File: config.mk
export PLATFORM = sky130hd
export DESIGN_NAME = hdlc_fcs_unit
export DESIGN_NICKNAME = d
export VERILOG_FILES = /design/src/rtl/hdlc_fcs_pkg.sv /design/src/rtl/fcs_lane.sv /design/src/rtl/fcs_residue_cmp.sv /design/src/rtl/hdlc_fcs_unit.sv
export SDC_FILE = /design/constraint.sdc
export NUM_CORES = 1
export LEC_CHECK = 0
export ABC_AREA = 0
export CORE_MARGIN = 3
export CORE_UTILIZATION = 40
export CTS_BUF_LIST = sky130_fd_sc_hd__clkbuf_8
export CTS_CLUSTER_SIZE = 30
export DETAILED_ROUTE_END_ITERATION = 7
export SLEW_MARGIN = 20
export SYNTH_ARGS = -nofsm -noshare
export SYNTH_HDL_FRONTEND = slang
export SYNTH_HIERARCHICAL = 1
export SYNTH_SLANG_ARGS = --single-unit
File: constraint.sdc
create_clock -name clk -period 1.67 [get_ports clk]
set_input_delay 0.2505 -clock clk [delete_from_list [all_inputs] [get_ports clk]]
set_output_delay 0.2505 -clock clk [all_outputs]
set_load 0.1 [all_outputs]
File: src/rtl/hdlc_fcs_pkg.sv
// Package: constants shared by the HDLC FCS unit.
// Polynomials are stored reflected, for LSB-first processing.
// Residues are the register values left by a good frame.
package hdlc_fcs_pkg;
    localparam int unsigned NARROW_W = 16;
    localparam int unsigned WIDE_W   = 32;

    localparam logic [NARROW_W-1:0] POLY_NARROW = 16'h8408;
    localparam logic [WIDE_W-1:0]   POLY_WIDE   = 32'hEDB88320;

    localparam logic [NARROW_W-1:0] RES_NARROW  = 16'hF0B8;
    localparam logic [WIDE_W-1:0]   RES_WIDE    = 32'hDEBB20E3;

    typedef enum logic [1:0] {
        OP_HOLD   = 2'd0,
        OP_CLEAR  = 2'd1,
        OP_ABSORB = 2'd2,
        OP_SEND   = 2'd3
    } fcs_op_e;
endpackage

File: src/rtl/fcs_lane.sv
// fcs_lane: next-state logic for one CRC width.
// absorb_o: one reflected LFSR step that takes in data bit d_i.
// shift_o:  the state moved toward bit 0, with a one entered at the top.
// Assumes POLY is given in reflected form.
module fcs_lane #(
    parameter int unsigned W    = 16,
    parameter logic [W-1:0] POLY = '0
) (
    input  logic [W-1:0] state_i,
    input  logic         d_i,
    output logic [W-1:0] absorb_o,
    output logic [W-1:0] shift_o
);
    logic fb;

    // Reflected division step: feedback from bit 0 XOR the incoming data bit.
    always_comb begin
        fb       = state_i[0] ^ d_i;
        absorb_o = {1'b0, state_i[W-1:1]} ^ (fb ? POLY : '0);
    end

    // FCS readout step: shift toward bit 0 and fill the top with a one.
    always_comb begin
        shift_o = {1'b1, state_i[W-1:1]};
    end
endmodule

File: src/rtl/fcs_residue_cmp.sv
// fcs_residue_cmp: flags when a CRC state equals the fixed good-frame remainder.
// Purely combinational; RES is the expected register value, not complemented.
module fcs_residue_cmp #(
    parameter int unsigned W   = 16,
    parameter logic [W-1:0] RES = '0
) (
    input  logic [W-1:0] state_i,
    output logic         eq_o
);
    // Compare the full state against the residue constant.
    always_comb begin
        eq_o = (state_i == RES);
    end
endmodule

File: src/rtl/hdlc_fcs_unit.sv
// hdlc_fcs_unit: bit-serial HDLC FCS generator and checker, 16- or 32-bit.
// Holds one register of the wide width. In narrow mode only the low part is
// active and the upper part is left alone.
// Assumes wide_i is held static for the whole of a frame.
// Operation priority: clear, then absorb, then send.
module hdlc_fcs_unit
    import hdlc_fcs_pkg::*;
#(
    parameter int unsigned N_W    = NARROW_W,
    parameter int unsigned W_W    = WIDE_W,
    parameter logic [N_W-1:0] N_POLY = POLY_NARROW,
    parameter logic [W_W-1:0] W_POLY = POLY_WIDE,
    parameter logic [N_W-1:0] N_RES  = RES_NARROW,
    parameter logic [W_W-1:0] W_RES  = RES_WIDE
) (
    input  logic clk,
    input  logic rst_n,
    input  logic clr_i,
    input  logic bit_vld_i,
    input  logic bit_i,
    input  logic wide_i,
    input  logic send_i,
    output logic fcs_bit_o,
    output logic match_o
);
    localparam int unsigned UPPER_W = W_W - N_W;
    localparam logic [W_W-1:0] PRESET = '1;

    logic [W_W-1:0] crc_q;
    logic [W_W-1:0] crc_d;
    logic [N_W-1:0] n_absorb, n_shift;
    logic [W_W-1:0] w_absorb, w_shift;
    logic           n_eq, w_eq;
    fcs_op_e        op;

    // Narrow and wide lanes both evaluate the current state every cycle.
    fcs_lane #(.W(N_W), .POLY(N_POLY)) u_lane_n (
        .state_i (crc_q[N_W-1:0]),
        .d_i     (bit_i),
        .absorb_o(n_absorb),
        .shift_o (n_shift)
    );

    fcs_lane #(.W(W_W), .POLY(W_POLY)) u_lane_w (
        .state_i (crc_q),
        .d_i     (bit_i),
        .absorb_o(w_absorb),
        .shift_o (w_shift)
    );

    fcs_residue_cmp #(.W(N_W), .RES(N_RES)) u_cmp_n (
        .state_i(crc_q[N_W-1:0]),
        .eq_o   (n_eq)
    );

    fcs_residue_cmp #(.W(W_W), .RES(W_RES)) u_cmp_w (
        .state_i(crc_q),
        .eq_o   (w_eq)
    );

    // Decode the strobes into a single operation, in priority order.
    always_comb begin
        if (clr_i)          op = OP_CLEAR;
        else if (bit_vld_i) op = OP_ABSORB;
        else if (send_i)    op = OP_SEND;
        else                op = OP_HOLD;
    end

    // Select the next register value for the chosen operation and width.
    always_comb begin
        unique case (op)
            OP_CLEAR:  crc_d = PRESET;
            OP_ABSORB: crc_d = wide_i ? w_absorb : {crc_q[W_W-1:N_W], n_absorb};
            OP_SEND:   crc_d = wide_i ? w_shift  : {crc_q[W_W-1:N_W], n_shift};
            default:   crc_d = crc_q;
        endcase
    end

    // CRC register with synchronous active-low reset to all ones.
    always_ff @(posedge clk) begin
        if (!rst_n) crc_q <= PRESET;
        else        crc_q <= crc_d;
    end

    // Outputs: complemented low bit, and residue match for the active width.
    always_comb begin
        fcs_bit_o = ~crc_q[0];
        match_o   = wide_i ? w_eq : n_eq;
    end

    // a reset cycle leaves the register preset.
    p_reset_preset_r1: assert property (@(posedge clk)
        !rst_n |=> crc_q == PRESET);

    // clear presets the register whatever else is strobed.
    p_clear_preset_r2: assert property (@(posedge clk) disable iff (!rst_n)
        clr_i |=> crc_q == PRESET);

    // with no strobe, the register holds.
    p_idle_hold_r6: assert property (@(posedge clk) disable iff (!rst_n)
        (!clr_i && !bit_vld_i && !send_i) |=> $stable(crc_q));

    // a wide send moves the register toward bit 0 and fills the top with a one.
    p_send_shift_r9: assert property (@(posedge clk) disable iff (!rst_n)
        (!clr_i && !bit_vld_i && send_i && wide_i)
            |=> (crc_q[W_W-1] && crc_q[W_W-2:0] == $past(crc_q[W_W-1:1])));

    // in narrow mode, absorb and send leave the upper part untouched.
    p_narrow_upper_r11: assert property (@(posedge clk) disable iff (!rst_n)
        (!clr_i && (bit_vld_i || send_i) && !wide_i)
            |=> crc_q[W_W-1:W_W-UPPER_W] == $past(crc_q[W_W-1:W_W-UPPER_W]));
endmodule

==> key figures <==
Route
  – Via density: 5.28
  – Drt total wl: 5.97 mm
  – Total number of vias: 2,028
  – DRT Pass-1 Iters: 4
  – Final ANT Viol Nets: 0
  – WL per Instance: 15.5 µm
  – Iter 0 DRT Violations: around 120
  – Residual DRC: 0

Clock network
  – Maximum buffer depth of the clock tree: 2
  – Clk_lat worst skew: 280 ps
  – Clk root buf: clkbuf_8
  – Worst-path clk slew: 70 ps
  – CTS tree: built
  – Inserted Clock Buffers: 5
  – # clock sinks: 32
  – CTS H-tree depth: 2

Floorplan
  – Boundary pin count: 9
  – Die height: 93.0 µm
  – Num rows: 31
  – Initial Util: between 40% and 50%
  – Core area: 0.00729 mm²
  – Die area: between 0.008 and 0.009 mm²
  – Die Wd: between 90 and 100 µm

STA
  – Min Clock Period, post-route: roughly 2000 ps
  – Setup violations, final: 1
  – Endpoints failing hold: 0
  – Slack of the critical path: -346 ps
  – Final Max Slew Viols: 0
  – Relative slew slack: roughly 65%
  – Worst-case clock skew: 4.74 ps
  – Setup TNS: -346 ps
  – RSZ-0062 raised after global routing: yes
  – Tcrit/Tclk final: 121%
  – Worst-Margin Slew: 528 ps
  – Fmax: 0.496 GHz

Worst setup path
  – Data arrival time of the worst path: 1770 ps
  – Worst EP required: 1420 ps
  – Crit path max fanout: 2
  – R2R Setup Slk: about 10 ps
  – Crit path launch type: register
  – FF-to-FF path depth: 6
  – Critical path's slowest cell: or4_1
  – FF-to-FF Start: crc_q[0]
  – Cells along the critical path: nand4b_1 > or4_1 > nor4_2 > mux2_4 > buf_12
  – Max incr delay on CP: approximately 430 ps
  – Worst Setup Path Type: register to output port
  – Worst reg2reg path endpoint: crc_q[5]
  – Setup crit end kind: output port

Yosys
  – Mean post-synth cell area: 9.59 µm²
  – EDFF count, synth: 0
  – Largest family of logic cells by synthesized area: buffers and inverters
  – Synth Instances: 316
  – Syn_nets: about 320
  – Post-synthesis register bit count: 32
  – Distinct cell type count after synthesis: 40
  – Yosys warns: 6
  – Multiplexer share of the synthesized area: 9.83%
  – Top_reg_cell synth: dfxtp_1
  – Post-synthesis compound-gate area fraction: 14.9%
  – Synth Area in XOR/XNOR: 12.8%
  – Area of the mapped netlist: 0.00303 mm²
  – Seq/Total Area, Yosys: roughly a fifth
  – Async S/R FF share, synth: 0%
  – Post-synthesis adder-cell area fraction: 0%
  – Simple-gate share of the synthesized area: 16.4%

Final layout
  – Most frequent cells in the layout: buf_4, dfxtp_1, o21ai_0
  – Largest reg by FF count: crc_q
  – Nets: 291
  – Most common cell after layout, fill and taps aside: buf_4
  – Area of the multi-input gates: 0.00168 mm²
  – Top Registers: crc_q: 32 flops
  – Share of layout cells above drive strength 1: between 30% and 40%
  – Fillers: around 700
  – P&R area growth vs syn: 3.06%
  – N_diodes: 0
  – Design area: between 0.003 and 0.004 mm²
  – Flip-flop and latch area: 648 µm²
  – Largest register FFs: 32

Place
  – Placed standard-cell area: 0.00297 mm²
  – Routability cong.: 0.762
  – Final HPWL DP: 4.35 mm
  – Port bufs: 8
  – Pre-CTS WS: -440 ps

Global route
  – Largest net degree at the start of global routing: 29
  – GRT Resource Usage Total: 14.3%
  – Vias in the first global route: 1,957
  – Total grt overflow: 0
  – Initial antenna violation count: 0
  – First-pass GRT wire length: 9.92 mm

Hold path
  – Hold Crit Start: wide_i
  – Worst Hold Depth: 3
  – Worst Hold Class: primary input to register
  – Hold Path End: crc_q[31]

Power
  – VDD IR max: 0.232 mV
  – Total power: 0.00197 W
  – Pleak: ~1.4 nW
  – Pwr dens: 632 mW/mm²

Status
  – Status: finished with violations
  – Failing checks: setup timing

Flow run
  – Max_cap viols: 0
[worst max-delay path, delay by kind of cell, from the launching register on]
| family | cells | cell delay [ps] |
|---|---|---|
| AND/OR/NAND/NOR | 3 | 780 |
| flip-flops | 1 | 320 |
| buffers and inverters | 1 | 170 |
| multiplexers | 1 | 210 |
[through the flow]
stage          util, %  instances  hold slack, ps
2_1_floorplan        -        316             327
3_3_place_gp      40.7        375             550
3_5_place_dp      40.7        375             556
4_1_cts           42.7        383             480
5_1_grt           42.8        384             490
6_report          42.8        384             482
[layout make-up]
cell class                 instances  area share (%)
multi-input combinational        179            53.8
inverter                           1           0.120
sequential                        32            20.8
clock inverter                     2           0.240
tap                               99            3.97
timing repair buffer              65            18.5
clock buffer                       6            2.65
[kinds of logic (layout without fill, tap and decap cells)]
logic type | Yosys count | after routing
XOR/XNOR | 17 | 17
other | 2 | 2
AND/OR/NAND/NOR | 71 | 71
buffers and inverters | 105 | 74
AO/OA/AOI/OAI | 61 | 61
multiplexers | 28 | 28
flip-flops | 32 | 32
[power by group]
group | leakage, nW | internal [W] | switching (W)
combinational | 1.07 | 0.000307 | 0.000219
clock | 0.0538 | 0.000324 | 0.000293
sequential | 0.262 | 0.000800 | 0.0000321
[worst max path at each step]
stage                         start         to  slack (ps)  cells past startpoint
after floorplan           crc_q[30]    match_o         -30                      4
after global placement    bit_vld_i  crc_q[29]        -430                      5
after detailed placement      bit_i  crc_q[29]        -440                      6
after CTS                 crc_q[29]    match_o        -370                      5
after global routing      crc_q[29]    match_o        -410                      5
final                     crc_q[29]    match_o        -350                      5
[Yosys cell counts (all sizes together), types with 4 or more instances]
| cell | count | share of area, % |
|---|---|---|
| a221o | 14 | 4.6 |
| mux2i | 14 | 4.6 |
| nor3 | 12 | 2.0 |
| a211oi | 6 | 1.7 |
| nor4b | 11 | 3.2 |
| nor2 | 4 | 0.50 |
| nor2b | 7 | 1.4 |
| and3b | 8 | 2.3 |
| dfxtp | 32 | 21 |
| buf | 96 | 24 |
| nand2 | 9 | 1.1 |
| mux2 | 14 | 5.2 |
| o21ai | 23 | 3.9 |
| clkbuf | 8 | 0.99 |
| a22o | 7 | 2.0 |
| o22ai | 6 | 1.2 |
| xor3 | 15 | 12 |
[routing by layer]
| metal | wire, µm | global-route usage [%] | vias to the layer above | share of wire [%] |
|---|---|---|---|---|
| met1 | 2870 | 19.7 | 967 | 48 |
| met2 | 2840 | 22.7 | 32 | 48 |
| met3 | 163 | 2.33 | 8 | 2.7 |
| li1 | - | - | 1021 | - |
| met5 | 0 | 0 | - | 0 |
| met4 | 93 | 4.88 | 0 | 1.6 |
[what timing repair did]
| item | in CTS | in global routing |
|---|---|---|
| gates cloned | 0 | 0 |
| pin swaps | 14 | 4 |
| hold buffers | 0 | 0 |
| endpoints found under the setup margin | 19 | 3 |
| gates resized for setup | 16 | 1 |
| setup buffers | 1 | 1 |
Note: power is estimated with default switching activity, not from simulation.
